**src/rtl/bootld_pkg.sv**
```systemverilog
package bootld_pkg;
  typedef enum logic [2:0] {
    ST_IDLE,
    ST_ARM,
    ST_HDR,
    ST_STREAM,
    ST_WRITE
  } ld_state_e;

  localparam logic [7:0] SPI_READ_CMD = 8'h03;
endpackage

```
**src/rtl/bootld_shift_stage.sv**
```systemverilog
module bootld_shift_stage #(
  parameter int W = 8
) (
  input  logic         clk,
  input  logic         rst,
  input  logic         en,
  input  logic         sin,
  output logic [W-1:0] q
);
  always_ff @(posedge clk) begin
    if (rst)     q <= '0;
    else if (en) q <= {q[W-2:0], sin};
  end
endmodule

```
**src/rtl/bootld_load_latch.sv**
```systemverilog
module bootld_load_latch (
  input  logic clk,
  input  logic rst,
  input  logic set_i,
  input  logic clr_i,
  output logic hold_o
);
  // set wins over clear: a reboot always re-arms
  always_ff @(posedge clk) begin
    if (rst)        hold_o <= 1'b0;
    else if (set_i) hold_o <= 1'b1;
    else if (clr_i) hold_o <= 1'b0;
  end

  assert_reboot_sets_R2: assert property (@(posedge clk) disable iff (rst)
    set_i |=> hold_o);
endmodule

```
**src/rtl/bootld_sequencer.sv**
```systemverilog
module bootld_sequencer
  import bootld_pkg::*;
#(
  parameter int HDR_W = 24,
  parameter int REC_W = 24,
  parameter int CNT_W = 5
) (
  input  logic clk,
  input  logic rst,
  input  logic start_i,
  input  logic rec_msb_i,
  output logic sck_o,
  output logic cs_n_o,
  output logic mosi_o,
  output logic shift_en_o,
  output logic we_o,
  output logic end_o
);
  localparam int SPI_AW = HDR_W - 8;

  ld_state_e          state;
  logic [HDR_W-1:0]   hdr;
  logic [CNT_W-1:0]   cnt;
  logic               rec_done;

  assign mosi_o     = hdr[HDR_W-1];
  assign shift_en_o = (state == ST_STREAM) && !sck_o;
  assign rec_done   = (state == ST_STREAM) && sck_o && (cnt == CNT_W'(REC_W));
  assign end_o      = rec_done && !rec_msb_i && !start_i;

  always_ff @(posedge clk) begin
    if (rst) begin
      state  <= ST_IDLE;
      hdr    <= '0;
      cnt    <= '0;
      sck_o  <= 1'b0;
      cs_n_o <= 1'b1;
      we_o   <= 1'b0;
    end else begin
      we_o <= 1'b0;
      if (start_i) begin
        state  <= ST_ARM;
        cs_n_o <= 1'b1;
        sck_o  <= 1'b0;
        cnt    <= '0;
      end else begin
        unique case (state)
          ST_IDLE: ;
          ST_ARM: begin
            state  <= ST_HDR;
            cs_n_o <= 1'b0;
            hdr    <= {SPI_READ_CMD, {SPI_AW{1'b0}}};
            cnt    <= '0;
          end
          ST_HDR: begin
            if (!sck_o) begin
              sck_o <= 1'b1;
              cnt   <= cnt + 1'b1;
            end else begin
              sck_o <= 1'b0;
              hdr   <= {hdr[HDR_W-2:0], 1'b0};
              if (cnt == CNT_W'(HDR_W)) begin
                cnt   <= '0;
                state <= ST_STREAM;
              end
            end
          end
          ST_STREAM: begin
            if (!sck_o) begin
              sck_o <= 1'b1;
              cnt   <= cnt + 1'b1;
            end else begin
              sck_o <= 1'b0;
              if (cnt == CNT_W'(REC_W)) begin
                cnt <= '0;
                if (rec_msb_i) begin
                  state <= ST_WRITE;
                  we_o  <= 1'b1;
                end else begin
                  state  <= ST_IDLE;
                  cs_n_o <= 1'b1;
                end
              end
            end
          end
          ST_WRITE: state <= ST_STREAM;
          default:  state <= ST_IDLE;
        endcase
      end
    end
  end

  assert_we_pauses_sck_R5: assert property (@(posedge clk) disable iff (rst)
    we_o |-> !sck_o);
  assert_we_single_R4: assert property (@(posedge clk) disable iff (rst)
    we_o |=> !we_o);
  assert_cnt_bound_R5: assert property (@(posedge clk) disable iff (rst)
    cnt <= CNT_W'(REC_W > HDR_W ? REC_W : HDR_W));
  assert_idle_quiet_R6: assert property (@(posedge clk) disable iff (rst)
    cs_n_o |-> (!sck_o && !we_o));
endmodule

```
**src/rtl/serial_boot_loader.sv**
```systemverilog
module serial_boot_loader #(
  parameter int ADDR_W = 16,
  parameter int DATA_W = 8,
  parameter int SPI_AW = 16
) (
  input  logic              clk,
  input  logic              rst,
  input  logic              reboot_i,
  input  logic              spi_miso_i,
  output logic              spi_sck_o,
  output logic              spi_cs_n_o,
  output logic              spi_mosi_o,
  output logic [ADDR_W-1:0] ram_addr_o,
  output logic [DATA_W-1:0] ram_data_o,
  output logic              ram_we_o,
  output logic              cpu_hold_o
);
  localparam int REC_W   = ADDR_W + DATA_W;
  localparam int NSTG    = REC_W / DATA_W;
  localparam int HDR_W   = 8 + SPI_AW;
  localparam int CNT_MAX = (REC_W > HDR_W) ? REC_W : HDR_W;
  localparam int CNT_W   = $clog2(CNT_MAX + 1);

  logic [REC_W-1:0] rec;
  logic             shift_en;
  logic             load_end;

  // daisy-chained byte registers: stage 0 takes the serial input
  for (genvar g = 0; g < NSTG; g++) begin : g_stage
    logic sin;
    if (g == 0) begin : g_head
      assign sin = spi_miso_i;
    end else begin : g_link
      assign sin = rec[g*DATA_W-1];
    end
    bootld_shift_stage #(.W(DATA_W)) u_stage (
      .clk (clk),
      .rst (rst),
      .en  (shift_en),
      .sin (sin),
      .q   (rec[g*DATA_W +: DATA_W])
    );
  end

  assign ram_addr_o = rec[REC_W-1:DATA_W];
  assign ram_data_o = rec[DATA_W-1:0];

  bootld_sequencer #(
    .HDR_W (HDR_W),
    .REC_W (REC_W),
    .CNT_W (CNT_W)
  ) u_seq (
    .clk        (clk),
    .rst        (rst),
    .start_i    (reboot_i),
    .rec_msb_i  (rec[REC_W-1]),
    .sck_o      (spi_sck_o),
    .cs_n_o     (spi_cs_n_o),
    .mosi_o     (spi_mosi_o),
    .shift_en_o (shift_en),
    .we_o       (ram_we_o),
    .end_o      (load_end)
  );

  bootld_load_latch u_latch (
    .clk    (clk),
    .rst    (rst),
    .set_i  (reboot_i),
    .clr_i  (load_end),
    .hold_o (cpu_hold_o)
  );

  assert_hold_while_sel_R7: assert property (@(posedge clk) disable iff (rst)
    !spi_cs_n_o |-> cpu_hold_o);
  assert_release_on_marker_R6: assert property (@(posedge clk) disable iff (rst)
    $fell(cpu_hold_o) |-> (spi_cs_n_o && !rec[REC_W-1]));
  assert_write_high_half_R4: assert property (@(posedge clk) disable iff (rst)
    ram_we_o |-> ram_addr_o[ADDR_W-1]);
endmodule

```
**config.mk**
```make
export PLATFORM = sky130hd
export DESIGN_NAME = serial_boot_loader
export DESIGN_NICKNAME = d
export VERILOG_FILES = /design/src/rtl/bootld_pkg.sv /design/src/rtl/bootld_shift_stage.sv /design/src/rtl/bootld_load_latch.sv /design/src/rtl/bootld_sequencer.sv /design/src/rtl/serial_boot_loader.sv
export SDC_FILE = /design/constraint.sdc
export NUM_CORES = 1
export LEC_CHECK = 0
export ABC_AREA = 1
export ABC_CLOCK_PERIOD_IN_PS = 3200
export BUFFER_PORTS_ARGS = -buffer_cell sky130_fd_sc_hd__buf_2
export CELL_PAD_IN_SITES_DETAIL_PLACEMENT = 0
export CELL_PAD_IN_SITES_GLOBAL_PLACEMENT = 1
export CORE_ASPECT_RATIO = 2
export CORE_MARGIN = 5
export CORE_UTILIZATION = 44
export CTS_BUF_LIST = sky130_fd_sc_hd__clkbuf_4 sky130_fd_sc_hd__clkbuf_8
export CTS_CLUSTER_DIAMETER = 200
export DETAILED_ROUTE_END_ITERATION = 16
export PLACE_DENSITY_LB_ADDON = 0.15
export SLEW_MARGIN = 25
export SYNTH_ARGS = -nofsm -noshare
export SYNTH_HDL_FRONTEND = slang
export SYNTH_SLANG_ARGS = --single-unit
export TNS_END_PERCENT = 50
```
**constraint.sdc**
```tcl
create_clock -name clk -period 3.2 [get_ports clk]
set_clock_uncertainty 0.05 [all_clocks]
set_input_delay 0.48 -clock clk [delete_from_list [all_inputs] [get_ports clk]]
set_output_delay 0.48 -clock clk [all_outputs]
set_load 0.01 [all_outputs]
```
==> implementation parameters, run 1 <==
Parameter                              Value

Run status
  Outcome ... complete, no violations

Synthesis
  Post-synthesis sequential area ratio ... 0.4805
  Synthesized area per cell ... 7.638 um2
  Number of distinct library cells after synthesis ... 25
  Area share of the largest cell type after synthesis ... 0.4805
  Fraction of synthesized cell area in xor and xnor cells ... 0
  Fraction of the mapped netlist area in simple logic gates ... 0.3051
  Number of enable flip-flop cells after synthesis ... 0
  Library cell with the highest instance count after synthesis ... sky130_fd_sc_hd__nor2_1
  Multiplexer fraction of the synthesized cell area ... 0
  Fraction of the mapped netlist area in compound gates ... 0.1092
  Synthesized instance count ... between 200 and 250
  Dominant combinational cell family by area after synthesis ... simple AND/OR/NAND/NOR gates
  Post-synth design cell area ... 1833 um2
  Share of synthesized registers carrying an async set or reset ... 0
  Area leader, netlist ... sky130_fd_sc_hd__dfxtp_1
  FF+latch count, synth ... 44
  Net count after synthesis ... ~250
  Count of warnings emitted by yosys ... 0
  Post-synthesis adder-cell area fraction ... 0.01365
  Most frequent cells after synthesis ... 55 x sky130_fd_sc_hd__nor2_1, 44 x sky130_fd_sc_hd__dfxtp_1, 37 x sky130_fd_sc_hd__nand2_1
  Top cells by area in the synthesized netlist ... sky130_fd_sc_hd__dfxtp_1 48%, sky130_fd_sc_hd__nor2_1 11%, sky130_fd_sc_hd__nand2_1 7.6%, sky130_fd_sc_hd__o21ai_1 5.5%, sky130_fd_sc_hd__a21oi_1 4.4%
  Most frequently used flop master after synthesis ... sky130_fd_sc_hd__dfxtp_1

Setup path
  Worst path bufs/invs ... 1
  Critical path class ... register to primary output
  Largest delay share family, worst path ... flip-flops
  Critical path peak fanout ... 6
  Setup slack of the worst register-to-register path ... between 1.5 and 2 ns
  Source of the worst register-to-register timing path ... u_seq.state[1]$_SDFFE_PP0P_
  Setup crit end kind ... primary output
  Critical path launch point type ... register
  Worst path slowest cell ... sky130_fd_sc_hd__dfxtp_1
  Terminus of the critical flop-to-flop path ... g_stage[0].u_stage.q[3]$_SDFFE_PP0P_
  Largest stage delay on the critical path ... 0.56 ns
  Sequence of cells on the critical path ... buf_2
  Worst reg-to-reg path cell count ... 7
  Data arrival time at the worst-slack endpoint ... approximately 1.1 ns
  Worst Path Required ... roughly 2.7 ns

Global routing
  Total routing usage reported by global routing ... 0.1529
  Number of antenna violations at the first check in global routing ... 0
  Via count of the first global-routing pass ... 1517
  Aggregate global routing overflow ... 0
  Wire length of the first global-routing pass ... approximately 7000 um
  Largest net degree at the start of global routing ... 27

Clocking
  Post-CTS clock slew at the launch and capture registers of the worst setup and hold paths ... around 0.090 ns
  Buffer levels on the longest clock path ... 2
  CTS Sinks ... 44
  Root Driver ... sky130_fd_sc_hd__clkbuf_8
  H-tree depth ... 2
  Count of instances resized after the clock tree is built ... 0
  Hold_buf cts ... 0
  Post CTS Setup Buffer Count ... 0
  TritonCTS clock tree ... done
  Clock latency on the worst-skew pair ... about 0.3 ns
  Num CTS Buffers ... 5

STA
  Count of final setup violators ... 0
  Total count of max-transition violations in the final report ... 0
  Fmax ... around 0.63 GHz
  Worst slew margin relative to its limit ... 0.5587
  Setup repair after global routing missed its margin ... false
  Slew at the pin closest to its max-slew limit ... ~0.66 ns
  Fin crit share ... 0.4999
  Crit path time final ... between 1.5 and 2 ns
  Final number of hold-violating endpoints ... 0
  Aggregate negative setup slack ... 0 ns
  Final-layout worst hold slack ... about 0.36 ns

Placement
  Port Buf Inserts ... 32
  HPWL reported at the end of detailed placement ... 2899 um
  Routability cong. ... around 0.93

Routing
  Detailed-routing iteration count for the pre-antenna-repair pass ... 4
  Via/cell ratio ... between 4 and 5
  Remaining number of nets flagged by the antenna check after routing ... 0
  Count of routing violations after the opening detailed-route iteration ... 32
  Remaining design rule violation count ... 0
  Total wire length after detailed routing ... around 4000 um
  Routed wire length per instance ... ~13 um
  Number of vias in the routed layout ... 1587

Cells and area
  Antenna fix cells ... 0
  Ratio of cells with drive above 1 in the final layout ... 0.1970
  Layout filler cell count ... 413
  Layout overhead on the synthesized area ... 13.38%
  Final nets ... 274

Pwr
  Switch share ... 0.2289
  Sequential power share ... 0.541
  Leakage Power ... ~1.0 nW
  Worst IR drop on VDD ... about 0.47 mV
  Combinational cell fraction of total power ... 0.052
  Net switching power ... around 0.24 mW
  Cell internal pwr ... between 0.8 and 0.9 mW
  Power density of the placed cells ... 502.5 nW/um2
  Power share of the clock group ... 0.407

Floorplan
  Die H ... ~100 um
  Die area ... 5635 um2
  Die width ... 55.64 um
  Starting density of the core ... 0.4484
  Area of the placeable core ... around 4000 um2
  Std cell rows ... 33
  I/O pin count ... 33

Hold path
  Worst hold path endpoint ... g_stage[0].u_stage.q[0]$_SDFFE_PP0P_
  Class of the tightest hold or removal check ... input port to register
  Number of instances on the worst hold path ... 3
  Hold Startpoint ... spi_miso_i

Flow run
  Max capacitance violation total ... 0
## area by class of cell
cell class	instances	area [um2]	share of cell area
clock inverter	3	42.54	0.02047
tap	52	65.06	0.03131
clock buffer	5	68.82	0.03311
multi-input combinational	166	784.5	0.3775
inverter	19	76.32	0.03672
sequential	44	880.8	0.4238
timing repair buffer	32	160.2	0.07706
## layout by cell type (no fill, tap or decap), types with 2 or more instances in the layout
cell type	count
sky130_fd_sc_hd__buf_2	32
sky130_fd_sc_hd__o21ai_0	4
sky130_fd_sc_hd__inv_2	3
sky130_fd_sc_hd__nor2_2	3
sky130_fd_sc_hd__o21ai_1	20
sky130_fd_sc_hd__inv_1	15
sky130_fd_sc_hd__ha_1	2
sky130_fd_sc_hd__nor3_1	3
sky130_fd_sc_hd__a21oi_1	16
sky130_fd_sc_hd__dfxtp_1	44
sky130_fd_sc_hd__nand4_1	5
sky130_fd_sc_hd__clkbuf_8	5
sky130_fd_sc_hd__nand2_1	37
sky130_fd_sc_hd__nand3_1	15
sky130_fd_sc_hd__nor2_8	2
sky130_fd_sc_hd__nor2_1	55
## worst max-delay path by stage
stage / cells past startpoint / from / endpoint / slack [ns]
floorplan: 5 / rst / g_stage[0].u_stage.q[6]$_SDFFE_PP0P_ / 1.92
global route: 7 / u_seq.state[1]$_SDFFE_PP0P_ / g_stage[1].u_stage.q[3]$_SDFFE_PP0P_ / 1.51
finish: 1 / u_seq.sck_o$_SDFFE_PP0P_ / spi_sck_o / 1.60
detailed placement: 4 / rst / g_stage[1].u_stage.q[4]$_SDFFE_PP0P_ / 1.59
CTS: 1 / u_seq.sck_o$_SDFFE_PP0P_ / spi_sck_o / 1.57
global placement: 4 / rst / u_seq.state[2]$_SDFFE_PP0P_ / 1.64
## power groups by stage
stage	combinational [mW]	sequential (mW)	clock [mW]
after floorplan	0.0376	0.579	0
after global placement	0.0549	0.578	0
after detailed placement	0.0548	0.578	0
after CTS	0.0550	0.565	0.436
after global routing	0.0625	0.567	0.460
final	0.0542	0.565	0.425
## through the flow
step	area [um2]	worst slack, ns	util	power (mW)	std cells
finish	2078	1.600	0.5084	1.044	321
global route	2078	1.511	0.5084	1.090	321
CTS	2078	1.570	0.5084	1.057	321
detailed placement	1967	1.588	0.4812	0.6328	313
global placement	1967	1.639	0.4812	0.6329	313
floorplan	1833	1.916	-	0.6166	240
## per-layer routing
metal,wire length (um),up-vias,global-route usage
li1,-,820,-
met1,1622,721,0.1593
met2,2083,33,0.2719
met3,137,13,0.02934
met4,179,0,0.1067
met5,0,-,0
## cells by family (layout without fill, tap and decap cells)
kind of cell / Yosys count / count (layout)
buf+inv: 30 / 59
fa+ha+maj: 2 / 2
simple gates: 124 / 124
flops: 44 / 44
compound gates: 40 / 40
## sequential cells by signal (all words and copies together) (netlist names)
signal             cells
u_seq.state            3
u_seq.cnt              5
u_seq.we_o             1
u_seq.sck_o            1
u_latch.hold_o         1
u_seq.hdr              8
u_seq.cs_n_o           1
g_stage.u_stage.q     24
Power figures use the tool's default switching activity.
==> inputs of run 2 (changes only) <==
ABC_CLOCK_PERIOD_IN_PS = 1400   (was 3200)
CORE_UTILIZATION = 37   (was 44)
clock period = 1.4 ns   (was 3.2 ns; I/O delays follow)
==> run 2 against run 1 <==
Compared with the run above:
- design area increased by 6.8%
- first-iteration DRC count rose by 25%
- clock-buffer cell count rose by 3
- worst hold slack lost 0.26 ns
- largest cell class unchanged
- cell count up 5.3%
- largest power group unchanged
==> implementation parameters, run 2 (synthesis gave the netlist of run 1 again) <==
Parameter                              Value

Run status
  Outcome ... complete, no violations

Global routing
  Met2 Track Usage GR ... 0.2724 (+0.0005480)
  Wire length of the first global-routing pass ... 7521 um (+10%)
  Aggregate global routing overflow ... 0 (unchanged)
  GRT Max-Usage Layer ... met2
  Routing usage on met3 ... 0.02703 (-0.002310)
  Number of antenna violations at the first check in global routing ... 0 (unchanged)
  Total routing usage reported by global routing ... 0.1487 (-0.004155)
  Via count of the first global-routing pass ... 1747 (+15%)
  Met1 track demand over resource ... 0.1605 (+0.001196)
  Largest net degree at the start of global routing ... 27 (unchanged)

Floorplan
  Area of the placeable core ... 4865 um2 (+19%)
  Std cell rows ... 36 (+9.1%)
  Die H ... 109.5 um (+8.2%)
  I/O pin count ... 33 (unchanged)
  Die width ... 59.77 um (+7.4%)
  Die area ... 6547 um2 (+16%)
  Starting density of the core ... 0.3768 (-0.07162)

Cells and area
  Most frequent cells in the layout ... 55 x sky130_fd_sc_hd__nor2_1, 40 x sky130_fd_sc_hd__dfxtp_1, 36 x sky130_fd_sc_hd__nand2_1
  Leading registers by flop count ... g_stage.u_stage.q (24), u_seq.hdr (8), u_seq.cnt (5)
  Largest register by flop count ... g_stage.u_stage.q
  Most common cell after layout, fill and taps aside ... sky130_fd_sc_hd__nor2_1
  Antenna fix cells ... 0 (unchanged)
  Layout filler cell count ... 540 (+31%)
  Final nets ... 286 (+4.4%)
  Max FFs per register ... 24 (unchanged)
  Ratio of cells with drive above 1 in the final layout ... 0.2669 (+0.06988)
  Final standard cell count with taps included and fillers excluded ... 338 (+5.3%)
  Layout overhead on the synthesized area ... 21.09%

Hold path
  Class of the tightest hold or removal check ... input port to register

Routing
  Routed wire length per instance ... 12.52 um (about the same)
  Count of routing violations after the opening detailed-route iteration ... 40 (+25%)
  Number of vias in the routed layout ... 1636 (+3.1%)
  Via/cell ratio ... 4.840 (-2.1%)
  Remaining design rule violation count ... 0 (unchanged)
  Detailed-routing iteration count for the pre-antenna-repair pass ... 4 (unchanged)
  Remaining number of nets flagged by the antenna check after routing ... 0 (unchanged)
  Total wire length after detailed routing ... 4231 um (+5.2%)

STA
  Crit path time final ... around 1.3 ns
  Count of final setup violators ... 0 (unchanged)
  Worst slew margin relative to its limit ... 0.7876 (+0.2289)
  Final-layout worst hold slack ... 0.1012 ns (-0.2621 ns)
  Slew at the pin closest to its max-slew limit ... 0.3182 ns (-0.3430 ns)
  Final number of hold-violating endpoints ... 0 (unchanged)
  Total count of max-transition violations in the final report ... 0 (unchanged)
  Fmax ... slightly below 0.8 GHz
  Fin crit share ... 0.9282
  Setup repair after global routing missed its margin ... true
  Post-route setup slack ... 0.1006 ns (-1.500 ns)

Clocking
  Root Driver ... sky130_fd_sc_hd__clkbuf_8
  Num CTS Buffers ... 5 (unchanged)
  Clock latency on the worst-skew pair ... 0.29 ns (about the same)
  Post-CTS clock slew at the launch and capture registers of the worst setup and hold paths ... 0.08 ns (about the same)
  TritonCTS clock tree ... done
  Hold_buf cts ... 0 (unchanged)
  Buffer levels on the longest clock path ... 2 (unchanged)
  CTS Sinks ... 44 (unchanged)
  H-tree depth ... 2 (unchanged)

Placement
  Port Buf Inserts ... 32 (unchanged)
  Routability cong. ... 0.8358 (-10%)
  HPWL reported at the end of detailed placement ... 3147 um (+8.5%)
  Worst setup timing slack at the placement stage ... -0.02043 ns (-1.608 ns)
  Placed cell count ... 329 (+5.1%)

Setup path
  Critical path launch point type ... register
  Critical path peak fanout ... 5 (-1)
  Setup crit end kind ... register
  Critical path class ... register to register
  Data arrival time at the worst-slack endpoint ... 1.43 ns (+0.36 ns)
  Worst Path Required ... 1.53 ns (-1.14 ns)

Pwr
  Power Total ... 2.278 mW (+120%)
  Switch share ... 0.2244 (-0.004498)
  Combinational cell fraction of total power ... 0.064 (+0.012)
  Sequential power share ... 0.565 (+0.024)
  Power density of the placed cells ... 1026 nW/um2 (+100%)
  Net switching power ... 0.5113 mW (+110%)
  Worst IR drop on VDD ... 0.7815 mV (+65%)
  Cell internal pwr ... 1.767 mW (+120%)
  Power share of the clock group ... 0.371 (-0.036)
  Leakage Power ... 1.102 nW (+6.6%)

Flow run
  Max capacitance violation total ... 0 (unchanged)
-- run 2: changes by cell type in the layout (fill, tap and decap cells not counted), moves of 2 or more --
cell | previous run | this run
sky130_fd_sc_hd__buf_4 | 0 | 9
sky130_fd_sc_hd__clkbuf_4 | 0 | 2
sky130_fd_sc_hd__a21oi_2 | 0 | 3
sky130_fd_sc_hd__a21oi_1 | 16 | 13
sky130_fd_sc_hd__dfxtp_1 | 44 | 40
sky130_fd_sc_hd__buf_12 | 0 | 2
sky130_fd_sc_hd__dfxtp_2 | 0 | 3
-- run 2: metrics by stage --
step	TNS [ns]	cell area (um2)	utilization
finish	0	2220	0.4563
global route	-0.05037	2220	0.4563
CTS	0	2181	0.4483
detailed placement	-0.03555	2081	0.4277
global placement	-0.03320	2081	0.4277
floorplan	0	1833	-
-- run 2: timing repair --
item | in CTS | in global routing
gates resized for setup | 2 | 11
hold endpoints to repair | 0 | 0
gates cloned | 0 | 0
endpoints found under the setup margin | 4 | 34
pin swaps | 0 | 1
setup buffers | 0 | 1
-- run 2: metal layers --
layer	vias up	routed length [um]	share of wire
met5	-	0	0
met2	27	2305	0.54
li1	850	-	-
met3	8	100	0.024
met1	751	1733	0.41
met4	0	91	0.022
-- run 2: final timing paths --
check	slack, ns	startpoint	end	depth (start not counted)
worst min-delay path	0.10	spi_miso_i	g_stage[0].u_stage.q[0]$_SDFFE_PP0P_	3
worst min register to register	0.40	u_seq.hdr[16]$_SDFFE_PP0P_	u_seq.hdr[16]$_SDFFE_PP0P_	2
worst max register to register	0.10	u_seq.cnt[0]$_SDFFE_PP0P_	u_seq.cs_n_o$_SDFFE_PP1P_	9
worst max-delay path	0.10	u_seq.cnt[0]$_SDFFE_PP0P_	u_seq.cs_n_o$_SDFFE_PP1P_	9
-- run 2: layout make-up --
cell class	count	area, um2	area share
clock buffers	8	97.59	0.04397
inverters	19	76.32	0.03439
multi-input cells	166	803.3	0.3619
flip-flops and latches	44	888.4	0.4002
well taps	57	71.32	0.03213
repair buffers	44	282.8	0.1274
-- run 2: worst max-delay path, cell delays in order, from the launching register on --
cell and delay (ns):
sky130_fd_sc_hd__dfxtp_4 0.36, sky130_fd_sc_hd__inv_1 0.08, sky130_fd_sc_hd__ha_1 0.14, sky130_fd_sc_hd__nand2_1 0.06, sky130_fd_sc_hd__inv_1 0.08, sky130_fd_sc_hd__nand3_2 0.13
sky130_fd_sc_hd__nand2_2 0.11, sky130_fd_sc_hd__nand2_1 0.06, sky130_fd_sc_hd__nand2_1 0.06, sky130_fd_sc_hd__nand3_1 0.05
-- run 2: power by group through the flow --
stage	Sequential, mW	Combinational (mW)	Clock (mW)
floorplan	1.32	0.0858	0
global placement	1.32	0.146	0
detailed placement	1.32	0.145	0
CTS	1.29	0.145	0.884
global route	1.29	0.166	0.937
finish	1.29	0.145	0.845
==> inputs of run 3 (changes only) <==
ABC_CLOCK_PERIOD_IN_PS = 1280   (was 1400)
CORE_UTILIZATION = 41   (was 37)
clock period = 1.28 ns   (was 1.4 ns; I/O delays follow)
==> run 3 against run 2 <==
Compared with the run above:
- highest routed layer unchanged
- die area decreased by 8.5%
- utilization rose by 8.6 points
- wire length increased by 0.45%
- global-route usage up 0.66 points
- flip-flop and latch count is the same
- register-to-register slack got worse by 0.02 ns
- critical path depth fell by 4
- via count is 2.3% higher
- fmax grew 8.0%
==> implementation parameters, run 3 (synthesis gave the netlist of run 1 again) <==
Parameter                              Value

STA
  Total count of max-transition violations in the final report ... 0 (unchanged)
  Count of final setup violators ... 0 (unchanged)
  Final number of hold-violating endpoints ... 0 (unchanged)
  Worst slew margin relative to its limit ... 0.8408 (+0.05316)
  Slew at the pin closest to its max-slew limit ... 0.2385 ns (-0.07966 ns)
  Fmax ... 0.8309 GHz (+8.0%)
  Crit path time final ... 1.204 ns (-0.09589 ns)
  Setup repair after global routing missed its margin ... true
  Final-layout worst hold slack ... 0.08311 ns (-0.01808 ns)
  Fin crit share ... 0.9403 (+0.01210)

Floorplan
  Std cell rows ... 34 (-5.6%)
  Starting density of the core ... 0.4224 (+0.04563)
  Die H ... 104.6 um (-4.5%)
  Area of the placeable core ... 4339 um2 (-11%)
  Die area ... 5989 um2 (-8.5%)
  I/O pin count ... 33 (unchanged)
  Die width ... 57.28 um (-4.2%)

Setup path
  Critical path peak fanout ... 4 (-1)
  Critical path class ... register to register
  Worst reg-to-reg path cell count ... 5 (-4)
  Data arrival time at the worst-slack endpoint ... 1.33 ns (-0.10 ns)
  Worst Path Required ... 1.41 ns (-0.12 ns)
  Critical path launch point type ... register
  Setup slack of the worst register-to-register path ... 0.08 ns (-0.02 ns)
  Terminus of the critical flop-to-flop path ... u_seq.cnt[2]$_SDFFE_PP0P_
  Setup crit end kind ... register
  Source of the worst register-to-register timing path ... u_seq.cnt[0]$_SDFFE_PP0P_

Routing
  Count of routing violations after the opening detailed-route iteration ... 31 (-23%)
  Routed wire length per instance ... 12.46 um (-0.43%)
  Remaining number of nets flagged by the antenna check after routing ... 0 (unchanged)
  Number of vias in the routed layout ... 1674 (+2.3%)
  Remaining design rule violation count ... 0 (unchanged)
  Detailed-routing iteration count for the pre-antenna-repair pass ... 4 (unchanged)
  Via/cell ratio ... 4.909 (+1.4%)
  Total wire length after detailed routing ... 4250 um (+0.45%)

Global routing
  Aggregate global routing overflow ... 0 (unchanged)
  Total routing usage reported by global routing ... 0.1553 (+0.006574)
  Number of antenna violations at the first check in global routing ... 0 (unchanged)
  Wire length of the first global-routing pass ... 7465 um (-0.74%)
  Via count of the first global-routing pass ... 1651 (-5.5%)
  Largest net degree at the start of global routing ... 25 (-7.4%)

Cells and area
  Most common cell after layout, fill and taps aside ... sky130_fd_sc_hd__nor2_1
  Largest register by flop count ... g_stage.u_stage.q
  Ratio of cells with drive above 1 in the final layout ... 0.3554 (+0.08850)
  Antenna fix cells ... 0 (unchanged)
  Final nets ... 292 (+2.1%)
  Layout filler cell count ... 466 (-14%)
  Most frequent cells in the layout ... 53 x sky130_fd_sc_hd__nor2_1, 38 x sky130_fd_sc_hd__dfxtp_1, 32 x sky130_fd_sc_hd__buf_2
  Max FFs per register ... 24 (unchanged)
  Layout overhead on the synthesized area ... 28.33%
  Leading registers by flop count ... g_stage.u_stage.q (24), u_seq.hdr (8), u_seq.cnt (5)
  Final standard cell count with taps included and fillers excluded ... 341 (+0.89%)

Pwr
  Leakage Power ... 1.134 nW (+2.9%)
  Power density of the placed cells ... 1064 nW/um2 (+3.7%)
  Power Total ... 2.503 mW (+9.9%)
  Worst IR drop on VDD ... 0.9988 mV (+28%)

Clocking
  TritonCTS clock tree ... done
  CTS Sinks ... 44 (unchanged)
  Num CTS Buffers ... 5 (unchanged)
  Root Driver ... sky130_fd_sc_hd__clkbuf_8
  H-tree depth ... 2 (unchanged)
  Buffer levels on the longest clock path ... 2 (unchanged)
  Clock latency on the worst-skew pair ... 0.29 ns (about the same)
  Post-CTS clock slew at the launch and capture registers of the worst setup and hold paths ... 0.08 ns (about the same)

Hold path
  Number of instances on the worst hold path ... 3 (unchanged)
  Worst hold path endpoint ... g_stage[0].u_stage.q[0]$_SDFFE_PP0P_
  Hold Startpoint ... spi_miso_i
  Class of the tightest hold or removal check ... input port to register

Placement
  HPWL reported at the end of detailed placement ... 3123 um (-0.74%)
  Placed cell count ... 330 (+0.30%)
  Port Buf Inserts ... 32 (unchanged)
  Routability cong. ... 0.8760 (+4.8%)

Run status
  Outcome ... complete, no violations

Flow run
  Max capacitance violation total ... 0 (unchanged)
run 3: cell types whose count changed in the layout (fill, tap and decap cells not counted), moves of 3 or more:
| cell | change |
|---|---|
| sky130_fd_sc_hd__nand2_2 | +6 |
| sky130_fd_sc_hd__inv_1 | -4 |
| sky130_fd_sc_hd__inv_2 | +3 |
| sky130_fd_sc_hd__buf_4 | +6 |
| sky130_fd_sc_hd__nand2_1 | -8 |
run 3: cell type report:
type | count | area [um2] | area share
Multi-Input combinational cell | 166 | 890.9 | 0.3787
Tap cell | 54 | 67.56 | 0.02872
Sequential cell | 44 | 893.4 | 0.3798
Inverter | 19 | 78.83 | 0.03351
Timing Repair Buffer | 50 | 324.1 | 0.1378
Clock buffer | 8 | 97.59 | 0.04149
run 3: where the power goes:
group	internal, mW	total [mW]	switching, mW	leakage, nW
combinational	0.0697	0.178	0.109	0.723
clock	0.483	0.915	0.433	0.0523
sequential	1.39	1.41	0.0209	0.359
run 3: what timing repair did:
action | in CTS | in global routing
setup buffers | 0 | 3
pin swaps | 0 | 8
resized for setup | 4 | 38
hold buffers | 0 | 0
endpoints found under the setup margin | 11 | 36
run 3: worst max path at each step:
stage	to	start	cells past startpoint
4_1_cts	u_seq.hdr[18]$_SDFFE_PP0P_	u_seq.state[0]$_SDFFE_PP0P_	6
6_report	u_seq.cnt[2]$_SDFFE_PP0P_	u_seq.cnt[0]$_SDFFE_PP0P_	5
3_5_place_dp	u_seq.cs_n_o$_SDFFE_PP1P_	u_seq.cnt[0]$_SDFFE_PP0P_	9
5_1_grt	g_stage[0].u_stage.q[4]$_SDFFE_PP0P_	u_seq.state[1]$_SDFFE_PP0P_	7
3_3_place_gp	u_seq.cs_n_o$_SDFFE_PP1P_	u_seq.cnt[0]$_SDFFE_PP0P_	9
2_1_floorplan	g_stage[0].u_stage.q[1]$_SDFFE_PP0P_	u_seq.state[1]$_SDFFE_PP0P_	8
run 3: routing by layer:
metal	wire (um)	GRT usage	vias up
met5	0	0	-
met4	90	0.07131	0
met3	98	0.02593	8
met2	2319	0.2766	25
met1	1742	0.1741	775
li1	-	-	866
run 3: stage by stage:
step	utilization	worst slack (ns)	instance area, um2	setup TNS (ns)
floorplan	-	0.009017	1833	0
global placement	0.4856	0.0001072	2107	0
detailed placement	0.4856	-0.03659	2107	-0.05278
CTS	0.5101	0.009870	2213	0
global route	0.5421	-0.01669	2352	-0.06363
finish	0.5421	0.07648	2352	0
run 3: critical path, cell delays in order, from the launching register on:
cell	delay [ns]
sky130_fd_sc_hd__dfxtp_2	0.33
sky130_fd_sc_hd__buf_4	0.15
sky130_fd_sc_hd__ha_4	0.17
sky130_fd_sc_hd__or2_2	0.26
sky130_fd_sc_hd__nand4_1	0.07
sky130_fd_sc_hd__a21oi_1	0.06
